[src/rtl/pmc_pkg.sv]
package pmc_pkg;

  typedef enum logic [2:0] {
    PM_HELD   = 3'd0,
    PM_RUN    = 3'd1,
    PM_DOZE   = 3'd2,
    PM_STBY   = 3'd3,
    PM_RESUME = 3'd4,
    PM_OFF    = 3'd5
  } pm_state_e;

  localparam int CAUSE_W    = 3;
  localparam int CAUSE_POR  = 0;
  localparam int CAUSE_PIN  = 1;
  localparam int CAUSE_WAKE = 2;

  typedef struct packed {
    logic cpu;
    logic flash;
    logic sram_on;
    logic sram_ret;
    logic periph;
    logic hf;
    logic lf;
    logic wdt_run;
    logic wdt_pause;
    logic bod_duty;
    logic io_latch;
  } dom_t;

  // Target mode for a sleep request; unknown codes fall back to idle.
  function automatic pm_state_e req_target(input logic [1:0] req);
    case (req)
      2'b10:   return PM_STBY;
      2'b11:   return PM_OFF;
      default: return PM_DOZE;
    endcase
  endfunction

  // Domain enable pattern for each mode.
  function automatic dom_t dom_of(input pm_state_e s);
    dom_t d;
    d = '0;
    case (s)
      PM_RUN: begin
        d.cpu = 1'b1; d.flash = 1'b1; d.sram_on = 1'b1; d.periph = 1'b1;
        d.hf = 1'b1; d.lf = 1'b1; d.wdt_run = 1'b1;
      end
      PM_DOZE: begin
        d.flash = 1'b1; d.sram_on = 1'b1; d.periph = 1'b1;
        d.hf = 1'b1; d.lf = 1'b1; d.wdt_run = 1'b1;
      end
      PM_STBY, PM_RESUME: begin
        d.sram_ret = 1'b1; d.lf = 1'b1; d.wdt_pause = 1'b1;
        d.bod_duty = 1'b1; d.io_latch = 1'b1;
        d.hf = (s == PM_RESUME);
      end
      PM_OFF:  d.io_latch = 1'b1;
      default: d = '0;
    endcase
    return d;
  endfunction

  // True when a mode keeps a pad snapshot alive.
  function automatic logic is_deep(input pm_state_e s);
    return (s == PM_STBY) || (s == PM_OFF);
  endfunction

endpackage

[src/rtl/pmc_wake.sv]
module pmc_wake #(
  parameter int NPIN = 8
) (
  input  logic            clk,
  input  logic            rst_n,
  input  logic            capture_i,
  input  logic [NPIN-1:0] pin_i,
  input  logic [NPIN-1:0] mask_i,
  output logic            chg_o
);
  logic [NPIN-1:0] snap_q;
  logic [NPIN-1:0] diff_w;

  always_ff @(posedge clk or negedge rst_n) begin
    if (!rst_n)         snap_q <= '0;
    else if (capture_i) snap_q <= pin_i;
  end

  for (genvar g = 0; g < NPIN; g++) begin : g_pin
    assign diff_w[g] = (pin_i[g] ^ snap_q[g]) & mask_i[g];
  end

  assign chg_o = |diff_w;
endmodule

[src/rtl/pmc_fsm.sv]
module pmc_fsm
  import pmc_pkg::*;
(
  input  logic      clk,
  input  logic      rst_n,
  input  logic      rst_pin_i,
  input  logic      sleep_i,
  input  logic [1:0] req_i,
  input  logic      irq_i,
  input  logic      rtc_i,
  input  logic      chg_i,
  input  logic      hf_ready_i,
  output pm_state_e state_o,
  output logic      capture_o,
  output logic      shdn_wake_o
);
  pm_state_e state_q, state_d;
  pm_state_e tgt_w;

  assign tgt_w = req_target(req_i);

  always_comb begin
    state_d = state_q;
    if (rst_pin_i) begin
      state_d = PM_HELD;
    end else begin
      case (state_q)
        PM_HELD:   state_d = PM_RUN;
        PM_RUN:    if (sleep_i) state_d = tgt_w;
        PM_DOZE:   if (irq_i || rtc_i) state_d = PM_RUN;
        PM_STBY:   if (rtc_i || chg_i) state_d = PM_RESUME;
        PM_RESUME: if (hf_ready_i) state_d = PM_RUN;
        PM_OFF:    if (chg_i) state_d = PM_RUN;
        default:   state_d = PM_RUN;
      endcase
    end
  end

  always_ff @(posedge clk or negedge rst_n) begin
    if (!rst_n) state_q <= PM_RUN;
    else        state_q <= state_d;
  end

  assign capture_o   = !rst_pin_i && (state_q == PM_RUN) && sleep_i && is_deep(tgt_w);
  assign shdn_wake_o = !rst_pin_i && (state_q == PM_OFF) && chg_i;
  assign state_o     = state_q;
endmodule

[src/rtl/pmc_cause.sv]
module pmc_cause
  import pmc_pkg::*;
(
  input  logic               clk,
  input  logic               rst_n,
  input  logic               set_pin_i,
  input  logic               set_wake_i,
  input  logic [CAUSE_W-1:0] clr_i,
  output logic [CAUSE_W-1:0] cause_o
);
  logic [CAUSE_W-1:0] cause_q;
  logic [CAUSE_W-1:0] set_w;

  always_comb begin
    set_w             = '0;
    set_w[CAUSE_PIN]  = set_pin_i;
    set_w[CAUSE_WAKE] = set_wake_i;
  end

  always_ff @(posedge clk or negedge rst_n) begin
    if (!rst_n) begin
      cause_q            <= '0;
      cause_q[CAUSE_POR] <= 1'b1;
    end else begin
      cause_q <= (cause_q & ~clr_i) | set_w;
    end
  end

  assign cause_o = cause_q;
endmodule

[src/rtl/pmc_domain.sv]
module pmc_domain
  import pmc_pkg::*;
(
  input  pm_state_e state_i,
  output dom_t      dom_o
);
  assign dom_o = dom_of(state_i);
endmodule

[src/rtl/pmc_top.sv]
module pmc_top
  import pmc_pkg::*;
#(
  parameter int NPIN = 8
) (
  input  logic            clk,
  input  logic            rst_n,
  input  logic            rst_pin_i,
  input  logic            sleep_i,
  input  logic [1:0]      mode_req_i,
  input  logic            irq_i,
  input  logic            rtc_evt_i,
  input  logic [NPIN-1:0] pin_i,
  input  logic [NPIN-1:0] pin_wake_en_i,
  input  logic            hf_ready_i,
  input  logic [2:0]      cause_clr_i,
  output logic [2:0]      mode_o,
  output logic [2:0]      cause_o,
  output logic            cpu_clk_en_o,
  output logic            flash_en_o,
  output logic            sram_on_o,
  output logic            sram_ret_o,
  output logic            periph_clk_en_o,
  output logic            hf_clk_en_o,
  output logic            lf_clk_en_o,
  output logic            wdt_run_o,
  output logic            wdt_pause_o,
  output logic            bod_duty_o,
  output logic            io_latch_o
);
  pm_state_e state_w;
  dom_t      dom_w;
  logic      wake_chg_w;
  logic      capture_w;
  logic      shdn_wake_w;

  pmc_wake #(.NPIN(NPIN)) u_wake (
    .clk       (clk),
    .rst_n     (rst_n),
    .capture_i (capture_w),
    .pin_i     (pin_i),
    .mask_i    (pin_wake_en_i),
    .chg_o     (wake_chg_w)
  );

  pmc_fsm u_fsm (
    .clk         (clk),
    .rst_n       (rst_n),
    .rst_pin_i   (rst_pin_i),
    .sleep_i     (sleep_i),
    .req_i       (mode_req_i),
    .irq_i       (irq_i),
    .rtc_i       (rtc_evt_i),
    .chg_i       (wake_chg_w),
    .hf_ready_i  (hf_ready_i),
    .state_o     (state_w),
    .capture_o   (capture_w),
    .shdn_wake_o (shdn_wake_w)
  );

  pmc_cause u_cause (
    .clk        (clk),
    .rst_n      (rst_n),
    .set_pin_i  (rst_pin_i),
    .set_wake_i (shdn_wake_w),
    .clr_i      (cause_clr_i),
    .cause_o    (cause_o)
  );

  pmc_domain u_dom (
    .state_i (state_w),
    .dom_o   (dom_w)
  );

  assign mode_o          = state_w;
  assign cpu_clk_en_o    = dom_w.cpu;
  assign flash_en_o      = dom_w.flash;
  assign sram_on_o       = dom_w.sram_on;
  assign sram_ret_o      = dom_w.sram_ret;
  assign periph_clk_en_o = dom_w.periph;
  assign hf_clk_en_o     = dom_w.hf;
  assign lf_clk_en_o     = dom_w.lf;
  assign wdt_run_o       = dom_w.wdt_run;
  assign wdt_pause_o     = dom_w.wdt_pause;
  assign bod_duty_o      = dom_w.bod_duty;
  assign io_latch_o      = dom_w.io_latch;
endmodule

[config.mk]
export PLATFORM = sky130hd
export DESIGN_NAME = pmc_top
export DESIGN_NICKNAME = d
export VERILOG_FILES = /design/src/rtl/pmc_pkg.sv /design/src/rtl/pmc_wake.sv /design/src/rtl/pmc_fsm.sv /design/src/rtl/pmc_cause.sv /design/src/rtl/pmc_domain.sv /design/src/rtl/pmc_top.sv
export SDC_FILE = /design/constraint.sdc
export NUM_CORES = 1
export LEC_CHECK = 0
export ABC_CLOCK_PERIOD_IN_PS = 2400
export BUFFER_PORTS_ARGS = -buffer_cell sky130_fd_sc_hd__buf_2
export CORE_MARGIN = 5
export CORE_UTILIZATION = 44
export CTS_CLUSTER_SIZE = 28
export DETAILED_ROUTE_END_ITERATION = 7
export PLACE_DENSITY = 0.78
export SYNTH_ARGS = -nofsm -noshare
export SYNTH_HDL_FRONTEND = slang
export SYNTH_SLANG_ARGS = --single-unit
[constraint.sdc]
create_clock -name clk -period 2.4 [get_ports clk]
set_input_delay 0.24 -clock clk [delete_from_list [all_inputs] [get_ports clk]]
set_output_delay 0.24 -clock clk [all_outputs]
set_load 0.02 [all_outputs]
==> results by group <==
Outcome
  – Status: completed

Min path
  – Hold endpoint: u_cause.cause_o[0]$_DFF_PN1_
  – Hold_sp: cause_clr_i[0]
  – Hold Path Depth: 2
  – Hold WC Path Type: in -> reg

Finish
  – FF/Latch Area: 353 sq um
  – Fill cells: between 150 and 200
  – N_diodes: 0
  – Multi-input gate area in the final layout: 442 sq um
  – Area Overhead vs Synth: 26.8%
  – NumNets Final: between 150 and 200
  – Cell area after layout: 1100 sq um
  – Ratio of cells with drive above 1 in the final layout: 0.488
  – Post-Route Utilization: 0.572

Clocking
  – TritonCTS clock tree: built
  – Clock buffer depth: 2
  – H-tree level count: 1
  – Total CTS buffers: 3
  – Root buffer cell: clkbuf_4
  – CTS clk-pin slew, worst paths: 0.08 ns
  – CTS resizes: 0
  – Clock Latency Late Sink: 0.28 ns
  – # clock sinks: 14

Drt
  – Drt first-iter violations: 5
  – Routed Antenna Nets: 0
  – Via/cell ratio: a little under 5
  – Metal1 wirelength: 767 um
  – Final routed DRC violation total: 0
  – Wire length on met3: 140 um
  – Top routing layer in use: met4
  – Routed wire length: 1770 um
  – WL per Instance: 11.6 um
  – Via count: 745
  – First-pass DRT Iterations: 4
  – Routed length on met2: 847 um

STA
  – F_max: 0.519 GHz
  – Final worst path period need: 1.93 ns
  – RSZ-0062 raised after global routing: false
  – Slew headroom: 0.734
  – Worst-margin pin slew: 0.397 ns
  – Period utilization: 0.804
  – Final Hold Fails: 0
  – Clock skew: between 0.008 and 0.009 ns
  – Final Max Slew Viols: 0
  – Count of final setup violators: 0
  – Setup TNS: 0 ns

Logic synthesis
  – Seq cells post-synth: 14
  – Ys flop type: dfrtp_1
  – Synth Warn #: 0
  – Mapped cell area: 867 sq um
  – Cells after Synth: 84
  – Synth Area per Inst: 10.3 sq um
  – Number of synthesized flops with an enable pin: 0
  – Unique masters post-synth: 26
  – Sequential-to-total area share from yosys stat: 0.407
  – Syn nets: roughly 110
  – Ys async rst share: 1.00

Global routing
  – Vias in the first global route: just over 700
  – Largest net degree at the start of global routing: 15
  – Antenna violations before repair: 0
  – Gr usage total: 0.129
  – First-pass GRT wire length: around 2700 um
  – GR Overflow Total: 0

Critical path
  – Worst Setup SP: u_fsm.state_o[0]$_DFFE_PN1P_
  – Critical Path AT: 2.09 ns
  – CP max stage cell: dfstp_2
  – Required @ worst endpoint: around 2.6 ns
  – Critical path cell sequence: or3b_4 > nor3_4 > mux2_2
  – CP Class: reg -> reg
  – CP Capture Type: register
  – R2r setup slk: 0.47 ns
  – Crit path launch type: register
  – Reg2reg path depth: 3
  – Crit path max fanout: 10
  – R2R Path End: u_wake.snap_q[4]$_DFFE_PN0P_
  – Reg2reg start: u_fsm.state_o[0]$_DFFE_PN1P_
  – Largest stage delay, worst path: 0.62 ns

Place
  – Placed cell areas: ~1100 sq um
  – RD Place Congestion: 0.868
  – PortBufs: between 40 and 50
  – Hpwl dp: approximately 1500 um

Floorplanning
  – Starting density of the core: 0.451
  – IO Pins: 45
  – Row cnt: 16
  – Die Wd: roughly 54 um
  – Die ar.: 2960 sq um
  – Die height: 54.4 um
  – Floorplan core area: slightly below 2000 sq um

Power
  – PwrDens: around 700 nW/um^2
  – VDD IR max: 0.443 mV
  – LEAKAGE: roughly 0.57 nW

Run
  – Number of max-capacitance violations reported: 0
==> timing repair <==
item | 4_1_cts | 5_1_grt
hold endpoints to repair | 12 | 0
buffers inserted | 0 | 0
hold buffers | 1 | 0
setup endpoints to repair | 0 | 0
==> layer usage <==
| layer | track usage | vias up |
|---|---|---|
| met2 | 0.207 | 31 |
| met1 | 0.159 | 342 |
| met5 | 0 | - |
| met4 | 0.0871 | 0 |
| li1 | - | 370 |
| met3 | 0.0191 | 2 |
==> cell usage after synthesis (2+ instances only) <==
| library cell | number | share of area |
|---|---|---|
| dfrtp_1 | 12 | 0.35 |
| mux2_2 | 10 | 0.13 |
| xor2_1 | 9 | 0.091 |
| buf_4 | 7 | 0.061 |
| a22oi_1 | 4 | 0.035 |
| inv_1 | 4 | 0.017 |
| nand2_1 | 4 | 0.017 |
| nand2b_1 | 4 | 0.029 |
| nor2_1 | 4 | 0.017 |
| o21ai_0 | 4 | 0.023 |
| a21oi_1 | 2 | 0.012 |
| dfstp_2 | 2 | 0.061 |
| nand4_1 | 2 | 0.014 |
| nor2b_1 | 2 | 0.014 |
| nor3_1 | 2 | 0.012 |
| nor3b_1 | 2 | 0.017 |
==> how the worst max path moves through the flow <==
stage,end,slack [ns],cells after the start
detailed placement,u_wake.snap_q[3]$_DFFE_PN0P_,0.46,3
floorplan,lf_clk_en_o,0.34,4
global route,lf_clk_en_o,0.35,4
CTS,u_wake.snap_q[4]$_DFFE_PN0P_,0.45,3
global placement,u_wake.snap_q[3]$_DFFE_PN0P_,0.50,3
finish,u_wake.snap_q[4]$_DFFE_PN0P_,0.47,3
==> cell usage in the layout (no fill, tap or decap) <==
master,instances
xor2_1,9
ha_1,1
mux2_2,10
buf_2,44
dfstp_2,2
nand3b_1,1
nor2b_1,2
nand2_1,4
dlygate4sd3_1,1
nor2_1,4
or2b_1,1
o22ai_1,1
o32ai_1,1
a211oi_1,1
nor3b_1,2
a22oi_1,4
a21oi_1,2
clkbuf_1,1
nor3_4,1
or3b_4,1
nand4_1,2
nand2b_1,4
dfrtp_1,12
nor3_1,2
o21ai_0,4
a21o_1,1
clkbuf_4,3
inv_1,4
==> registers in the layout, summed over array words and instances (netlist names) <==
signal           cells
u_fsm.state_o        3
u_cause.cause_o      3
u_wake.snap_q        8
==> power by group <==
| group | switching, W | internal, W | total, W |
|---|---|---|---|
| clock | 0.0000731 | 0.0000644 | 0.000137 |
| sequential | 0.0000457 | 0.000294 | 0.000340 |
| combinational | 0.000142 | 0.000139 | 0.000281 |
| total | 0.000260 | 0.000498 | 0.000758 |
==> metrics by stage <==
step           hold WS, ns  cells  total power (W)  setup WS, ns
6_report            0.0749    152         0.000758         0.471
5_1_grt             0.0629    152         0.000812         0.348
4_1_cts             0.0690    152         0.000764         0.448
3_5_place_dp         0.147    147         0.000628         0.461
3_3_place_gp         0.147    147         0.000615         0.501
2_1_floorplan      -0.0556     84         0.000555         0.339
==> cell families after synthesis <==
family / count (synthesis) / share of synthesized area
AO/OA/AOI/OAI: 14 / 0.104
XOR/XNOR: 9 / 0.0909
buffers and inverters: 12 / 0.0837
flip-flops: 14 / 0.407
AND/OR/NAND/NOR: 24 / 0.170
adder cells (fa/ha/maj): 1 / 0.0144
multiplexers: 10 / 0.130
==> final cells by class <==
| class | count | area share |
|---|---|---|
| well taps | 27 | 0.0307 |
| flip-flops and latches | 14 | 0.321 |
| clock buffers | 4 | 0.0239 |
| repair buffers | 45 | 0.209 |
| multi-input cells | 58 | 0.402 |
| inverters | 4 | 0.0137 |
==> critical path, delay by kind of cell, from the launching register on <==
kind / cells / cell delay, ns
simple gates: 2 / 0.82
mux: 1 / 0.38
flops: 1 / 0.62
No activity file was read; power rests on OpenSTA's default activity.
